==> src/rtl/swd_pkg.sv <==
package swd_pkg;

    typedef enum logic {
        KEY_WAIT_FIRST  = 1'b0,
        KEY_WAIT_SECOND = 1'b1
    } key_state_e;

    typedef struct packed {
        key_state_e st;
    } key_regs_t;

endpackage

==> src/rtl/swd_key_seq.sv <==
module swd_key_seq
    import swd_pkg::*;
#(
    parameter int          DATA_W     = 16,
    parameter logic [15:0] KEY_FIRST  = 16'h556C,
    parameter logic [15:0] KEY_SECOND = 16'hAA93
) (
    input  logic              clk_i,
    input  logic              rst_ni,
    input  logic              wr_i,
    input  logic [DATA_W-1:0] wdata_i,
    output logic              reload_o
);

    localparam logic [DATA_W-1:0] FIRST_V  = DATA_W'(KEY_FIRST);
    localparam logic [DATA_W-1:0] SECOND_V = DATA_W'(KEY_SECOND);

    key_regs_t regs_d, regs_q;

    always_comb begin
        regs_d   = regs_q;
        reload_o = 1'b0;
        if (wr_i) begin
            unique case (regs_q.st)
                KEY_WAIT_FIRST: begin
                    regs_d.st = (wdata_i == FIRST_V) ? KEY_WAIT_SECOND : KEY_WAIT_FIRST;
                end
                KEY_WAIT_SECOND: begin
                    reload_o  = (wdata_i == SECOND_V);
                    regs_d.st = KEY_WAIT_FIRST;
                end
                default: regs_d.st = KEY_WAIT_FIRST;
            endcase
        end
    end

    always_ff @(posedge clk_i or negedge rst_ni) begin
        if (!rst_ni) begin
            regs_q.st <= KEY_WAIT_FIRST;
        end else begin
            regs_q <= regs_d;
        end
    end

endmodule

==> src/rtl/swd_prescaler.sv <==
module swd_prescaler #(
    parameter int PRE_W = 11
) (
    input  logic clk_i,
    input  logic rst_ni,
    input  logic run_i,
    input  logic div_en_i,
    input  logic clr_i,
    output logic step_o
);

    localparam logic [PRE_W-1:0] PRE_LAST = {PRE_W{1'b1}};

    typedef struct packed {
        logic [PRE_W-1:0] div;
    } pre_regs_t;

    pre_regs_t regs_d, regs_q;

    always_comb begin
        regs_d = regs_q;
        step_o = 1'b0;
        if (clr_i) begin
            regs_d.div = '0;
        end else if (run_i) begin
            if (div_en_i) begin
                regs_d.div = regs_q.div + 1'b1;
                step_o     = (regs_q.div == PRE_LAST);
            end else begin
                step_o = 1'b1;
            end
        end
    end

    always_ff @(posedge clk_i or negedge rst_ni) begin
        if (!rst_ni) begin
            regs_q.div <= '0;
        end else begin
            regs_q <= regs_d;
        end
    end

endmodule

==> src/rtl/swd_counter.sv <==
module swd_counter #(
    parameter int CNT_W = 16
) (
    input  logic             clk_i,
    input  logic             rst_ni,
    input  logic             step_i,
    input  logic             load_i,
    input  logic [CNT_W-1:0] load_val_i,
    input  logic             rst_sel_i,
    output logic [CNT_W-1:0] cnt_o,
    output logic             nmi_o,
    output logic             rst_o
);

    typedef struct packed {
        logic [CNT_W-1:0] cnt;
        logic             nmi;
        logic             rst;
    } cnt_regs_t;

    cnt_regs_t regs_d, regs_q;
    logic      expire;

    always_comb begin
        regs_d     = regs_q;
        expire     = 1'b0;
        regs_d.nmi = 1'b0;
        regs_d.rst = 1'b0;
        if (load_i) begin
            regs_d.cnt = load_val_i;
        end else if (step_i) begin
            if (regs_q.cnt == '0) begin
                expire     = 1'b1;
                regs_d.cnt = load_val_i;
            end else begin
                regs_d.cnt = regs_q.cnt - 1'b1;
            end
        end
        regs_d.nmi = expire && !rst_sel_i;
        regs_d.rst = expire &&  rst_sel_i;
    end

    always_ff @(posedge clk_i or negedge rst_ni) begin
        if (!rst_ni) begin
            regs_q.cnt <= '1;
            regs_q.nmi <= 1'b0;
            regs_q.rst <= 1'b0;
        end else begin
            regs_q <= regs_d;
        end
    end

    assign cnt_o = regs_q.cnt;
    assign nmi_o = regs_q.nmi;
    assign rst_o = regs_q.rst;

endmodule

==> src/rtl/svc_wdog_top.sv <==
module svc_wdog_top #(
    parameter int          CNT_W      = 16,
    parameter int          DATA_W     = 16,
    parameter int          PRE_W      = 11,
    parameter logic [15:0] KEY_FIRST  = 16'h556C,
    parameter logic [15:0] KEY_SECOND = 16'hAA93
) (
    input  logic              clk_i,
    input  logic              rst_ni,
    input  logic              wd_en_i,
    input  logic              frz_sel_i,
    input  logic              dbg_freeze_i,
    input  logic              exp_rst_sel_i,
    input  logic              pre_sel_i,
    input  logic [CNT_W-1:0]  timeout_i,
    input  logic              svc_wr_i,
    input  logic [DATA_W-1:0] svc_wdata_i,
    output logic [DATA_W-1:0] svc_rdata_o,
    output logic              nmi_req_o,
    output logic              rst_req_o
);

    logic             reload_w;
    logic             run_w;
    logic             step_w;
    logic [CNT_W-1:0] cnt_w;

    assign run_w       = wd_en_i && !(frz_sel_i && dbg_freeze_i);
    assign svc_rdata_o = '0;

    swd_key_seq #(
        .DATA_W    (DATA_W),
        .KEY_FIRST (KEY_FIRST),
        .KEY_SECOND(KEY_SECOND)
    ) u_keys (
        .clk_i   (clk_i),
        .rst_ni  (rst_ni),
        .wr_i    (svc_wr_i),
        .wdata_i (svc_wdata_i),
        .reload_o(reload_w)
    );

    swd_prescaler #(
        .PRE_W(PRE_W)
    ) u_pre (
        .clk_i   (clk_i),
        .rst_ni  (rst_ni),
        .run_i   (run_w),
        .div_en_i(pre_sel_i),
        .clr_i   (reload_w),
        .step_o  (step_w)
    );

    swd_counter #(
        .CNT_W(CNT_W)
    ) u_cnt (
        .clk_i     (clk_i),
        .rst_ni    (rst_ni),
        .step_i    (step_w),
        .load_i    (reload_w),
        .load_val_i(timeout_i),
        .rst_sel_i (exp_rst_sel_i),
        .cnt_o     (cnt_w),
        .nmi_o     (nmi_req_o),
        .rst_o     (rst_req_o)
    );

endmodule

==> config.mk <==
export PLATFORM = sky130hd
export DESIGN_NAME = svc_wdog_top
export DESIGN_NICKNAME = d
export VERILOG_FILES = /design/src/rtl/swd_pkg.sv /design/src/rtl/swd_key_seq.sv /design/src/rtl/swd_prescaler.sv /design/src/rtl/swd_counter.sv /design/src/rtl/svc_wdog_top.sv
export SDC_FILE = /design/constraint.sdc
export NUM_CORES = 1
export LEC_CHECK = 0
export ABC_AREA = 1
export BUFFER_PORTS_ARGS = -buffer_cell sky130_fd_sc_hd__buf_4
export CORE_MARGIN = 3
export CORE_UTILIZATION = 30
export DETAILED_ROUTE_END_ITERATION = 10
export GPL_TIMING_DRIVEN = 0
export SETUP_SLACK_MARGIN = 0.05
export SLEW_MARGIN = 20
export SYNTH_ARGS = -nofsm -noshare
export SYNTH_HDL_FRONTEND = slang
export SYNTH_HIERARCHICAL = 1
export SYNTH_SLANG_ARGS = --single-unit
==> constraint.sdc <==
create_clock -name clk_i -period 3 [get_ports clk_i]
set_input_delay 0.45 -clock clk_i [delete_from_list [all_inputs] [get_ports clk_i]]
set_output_delay 0.45 -clock clk_i [all_outputs]
set_load 0.01 [all_outputs]
### Word-level counts from Yosys, hierarchy flattened

Index checks and enable logic that the tools add are counted.

* input port bits: 40
* register bits: 30
* output and inout bits: 18
* word-level logic and storage cells: 38

* bitwise operators: 1
* reduce and logical (&&, ||, !) cells: 11
* eq/ne operators: 3
* add/sub/neg operators: 2
* muxes and demuxes: 16

Operators by type and width (count)
* 16-bit two-way mux: 3
* 11-bit two-way mux: 3
* 16-bit by 15-bit == test with 1-bit output, second input constant: 1
* 16-bit == test, second input constant: 1
* 16-bit logical NOT: 1
* 16-bit by 1-bit subtractor with 16-bit output, second input constant: 1
* 11-bit by 1-bit adder with 11-bit output, second input constant: 1
* 11-bit == test, second input constant: 1
* 1-bit two-way mux: 9
* 2-bit nonzero test: 3
* 1-bit logical AND: 4
* 1-bit logical NOT: 2
* 1-bit one-hot mux with 2 select lines: 1
* 2-bit AND reduction: 1
* 1-bit inverter: 1

### Logic depth before layout (Yosys ltp)

* word-level depth: 8
* depth in mapped cells: 13
* gate-level depth less buffers: 13

### Hierarchy

Netlist, hierarchy kept.

By module, submodules not included
* swd_counter: cells each 211, area an instance 1396.3 um2, times used 1, sequential area each 470.5 um2
* swd_prescaler: cells each 82, area an instance 596.8 um2, times used 1, sequential area each 275.3 um2
* swd_key_seq: cells each 37, area an instance 176.4 um2, times used 1, sequential area each 25.0 um2
* svc_wdog_top: cells each 19, area an instance 136.4 um2, times used 1, sequential area each 0.0 um2

### Worst setup path before layout

OpenSTA, ideal clock, no wires.

* kind: input-to-reg
* start point: input port svc_wdata_i[6]
* end point: register u_cnt.regs_q[4], in the netlist u_cnt/cnt_o[2]
* data arrival time: 2014 ps
* path buffers: 1
* path slack: 907 ps
* data required time: 2921 ps
* setup time: 79 ps
* stages: 12
* cells stage by stage: inv_1 -> nand2_1 -> nor3_1 -> nand3_1 -> nor2_1 -> inv_2 -> nand2_1 -> a21oi_1 -> nor2_1 -> inv_1 -> buf_4 -> o21ai_0

* longest elaborated chain between the ends: 5
* elaborated cells between the ends (all ways): 6
* classes of those cells: eq/ne: 1; mux: 4; reduce/logical: 1

RTL lines
* start, declared: line svc_wdog_top.sv:17 `input logic [DATA_W-1:0] svc_wdata_i,`
* 16-bit == test: line swd_key_seq.sv:29 `reload_o = (wdata_i == SECOND_V);`
* 1-bit two-way mux: line swd_key_seq.sv:24 `unique case (regs_q.st)`
* 1-bit two-way mux: line swd_key_seq.sv:23 `if (wr_i) begin`
* via reload_w: line svc_wdog_top.sv:23 `logic reload_w;`
* 1-bit two-way mux: line swd_prescaler.sv:23 `if (clr_i) begin`
* via step_w: line svc_wdog_top.sv:25 `logic step_w;`
* 2-bit nonzero test (no line)
* end signal, assigned: line swd_counter.sv:49 `regs_q <= regs_d;`
* end, declared: line swd_counter.sv:21 `cnt_regs_t regs_d, regs_q;`

The timed path passes the listed nets, and every way through them passes these cells.
A chain may end at the register's enable or synchronous reset.

### Worst setup path in the final report

* start point: input port svc_wdata_i[6]
* end point: register u_cnt.regs_q[3], in the netlist u_cnt/cnt_o[1]

The elaborated chain is that of the path after synthesis.

==> impl_results.md <==
* Status: completed
* CTS Buffer Depth at 2
* Ranking of synthesized cells by area: dfstp_2 18%, nand2_1 18%, dfrtp_1 15%, inv_1 8.3%, nand3_1 7.2%
* Pin count of the biggest net entering global routing at 31
* Core region area at 7370 um2
* Core Rows at 31
* Min-delay worst type: input pin to asynchronous set/reset pin
* Vias in the first global route at 2,139
* P_sw at 0.0008611 W
* I/O Buffers at 41
* Async set-reset flop share out of synthesis at 1.000
* Top post-synthesis cells by count: 110 x nand2_1, 51 x inv_1, 40 x nor2_1
* First-pass GRT wire length at 9.356 mm
* Peak supply drop at 0.2066 mV
* GRT Total Usage at 0.1328
* Syn. warnings at 6
* RSZ-0062 raised after global routing: no
* Synth area leader: dfstp_2
* Via density at 4.330
* Buf/Inv on CP at 5
* H-Tree Level Count at 2
* CP required at 3.21 ns
* Critical-path top delay cell: nor2_1
* Netlist cell types at 32
* Seq pwr share at 0.387
* Cell family with most CP delay: simple AND/OR/NAND/NOR gates
* Detailed Route Iter0 Violations at 158
* Chip Width at 93.67 um
* Max-cap violations at 0
* Least-Margin Pin Slew at 0.5515 ns
* Crit path largest cell delay at 0.44 ns
* P_leak at 1.618 nW
* CTS tree: yes
* Min Tclk post-route at 2.425 ns
* Top cell type's share of synthesized area at 0.1823
* Initial Util at 0.3129
* Clock Sinks at 30
* Max-slew headroom at 0.6309
* Register bit total from synthesis at 30
* Critical-path cell list: buf_4 > inv_1 > nand2_1 > nor3_1 > nand3_1 > nor2_2 > inv_2 > nand2_1 > a21oi_1 > nor2_1 > inv_1 > buf_4 > o21ai_0
* Mapped Cells at 349
* DRC errors left at 0
* Worst Path Max Fanout at 10
* Final Hold Fails at 0
* Fin Clk Skew at 0.006704 ns
* GRT overflow at 0
* P per Cell Area at 695.7 nW/um2
* Placer Congestion at 0.8623
* Clk network pwr share at 0.162
* Layout cells sized above 1 at 0.2518
* Detailed Place HPWL at 4.150 mm
* Switching share of power at 0.4299
* Final instance area at 2879 um2
* Fin Setup TNS at 0 ns
* Number of CTS-inserted buffers at 5
* ANT nets after route at 0
* Antenna violations before repair at 0
* DRT Wirelength at 5.466 mm
* Top FF cell, synth: dfstp_2
* Syn Std Cell Area at 2306 um2
* Sequential fraction of the synthesis area at 0.3342
* Post-CTS Setup Inserts at 0
* Startpoint types: input pin
* Area of the multi-input gates at 1239 um2
* Ports at 58
* Max-slew violations at 0
* Worst-path clk slew at 0.07 ns
* Crit path capture type: flip-flop
* Comb power frac at 0.451
* Pre-Repair DR Iteration Count at 6
* Ant diodes at 0
* CTS Root Cell: clkbuf_8
* WHS at 0.09134 ns
* Die ar. at 8774 um2
* Vias at 2,217
* Chip height at 93.67 um
* Filler instances at 828
* Arrival @ worst endpoint at 2.63 ns
* Top-count cell post-synth: nand2_1
* Crit path kind: input pin to flip-flop
* Register area at 770.7 um2
* EDFF count, synth at 0
* Net count, final at 455
* Power Internal at 0.001142 W
* Area growth from synthesis to layout at 24.85%
* Fmax at 0.4124 GHz
* Wire per inst at 10.68 um
* Worst-skew pair later-pin latency at 0.29 ns
* CTS resizes at 0
* Fin crit share at 0.8083
* Syn Area/Cell at 6.607 um2
* CTS Hold Bufs at 0
* Setup-failing EPs final at 0
* Area after DPL at 2794 um2
==> final timing paths <==
kind,slack [ns],end,startpoint,cells past startpoint
hold / removal,0.09,u_cnt/rst_o,rst_ni,1
setup / recovery,0.58,u_cnt/cnt_o[1],svc_wdata_i[6],13
hold reg to reg,0.49,u_cnt/cnt_o[6],u_cnt/cnt_o[6],2
max in group asynchronous,2.58,u_cnt/cnt_o[7],rst_ni,1
setup reg to reg,0.65,u_cnt/cnt_o[1],u_keys/regs_q,9
min in group clk_i,0.31,u_cnt/nmi_o,exp_rst_sel_i,2
==> power by group through the flow <==
stage / Sequential, W / Combinational (W) / Clock, W
after floorplan: 0.000739 / 0.000721 / 0
after global routing: 0.000803 / 0.00104 / 0.000361
after detailed placement: 0.000777 / 0.000899 / 0
final: 0.000775 / 0.000904 / 0.000324
after global placement: 0.000774 / 0.000882 / 0
after CTS: 0.000772 / 0.000906 / 0.000339
==> logic make-up (layout without fill, tap and decap cells) <==
| logic type | Yosys count | in the layout | synth area share |
|---|---|---|---|
| other | 1 | 16 | 0.001626 |
| buffers and inverters | 73 | 122 | 0.1541 |
| DFF | 30 | 30 | 0.3342 |
| xor gates and xnor gates | 5 | 5 | 0.01899 |
| and+or+nand+nor | 214 | 214 | 0.4178 |
| AOI/OAI and AO/OA | 23 | 23 | 0.05697 |
| adders and majority gates | 3 | 3 | 0.01628 |
==> flip-flops by register name (all words and copies together), names as in the netlist <==
register,flops
u_cnt/cnt_o,16
u_pre/regs_q,11
u_cnt/nmi_o,1
u_cnt/rst_o,1
u_keys/regs_q,1
==> placed cells by master, fill, tap and decap left out, drive strengths merged, types with 4 or more instances in the layout <==
cell type	netlist	final
xor2	4	4
nand4	6	6
a21oi	11	11
nand2	114	114
dfstp	16	16
inv	53	53
nor2	49	49
dfrtp	14	14
nor3	5	5
conb	1	16
nand3	36	36
buf	19	60
o21ai	7	7
clkbuf	1	7
==> routing by layer <==
layer	vias to the layer above	wire (um)	track usage
li1	1177	-	-
met1	985	2543	0.1685
met2	47	2571	0.2233
met3	8	250	0.01683
met4	0	101	0.06258
met5	-	0	0
==> cell type report <==
cell class | count | area share
Multi-Input combinational cell | 261 | 0.4302
Sequential cell | 30 | 0.2677
Timing Repair Buffer | 41 | 0.1069
Inverter | 53 | 0.06997
Buffer | 20 | 0.05346
Tap cell | 99 | 0.04302
Clock buffer | 6 | 0.02521
Clock inverter | 2 | 0.003477
==> per-stage QoR <==
step	power, W	std cells	util	setup WS [ns]
3_5_place_dp	0.001675	504	0.3791	0.05280
3_3_place_gp	0.001657	504	0.3791	0.08904
4_1_cts	0.002017	512	0.3903	0.3642
5_1_grt	0.002208	512	0.3907	0.1837
2_1_floorplan	0.001460	364	-	0.9073
6_report	0.002003	512	0.3907	0.5751
No activity file was read; power rests on OpenSTA's default activity.
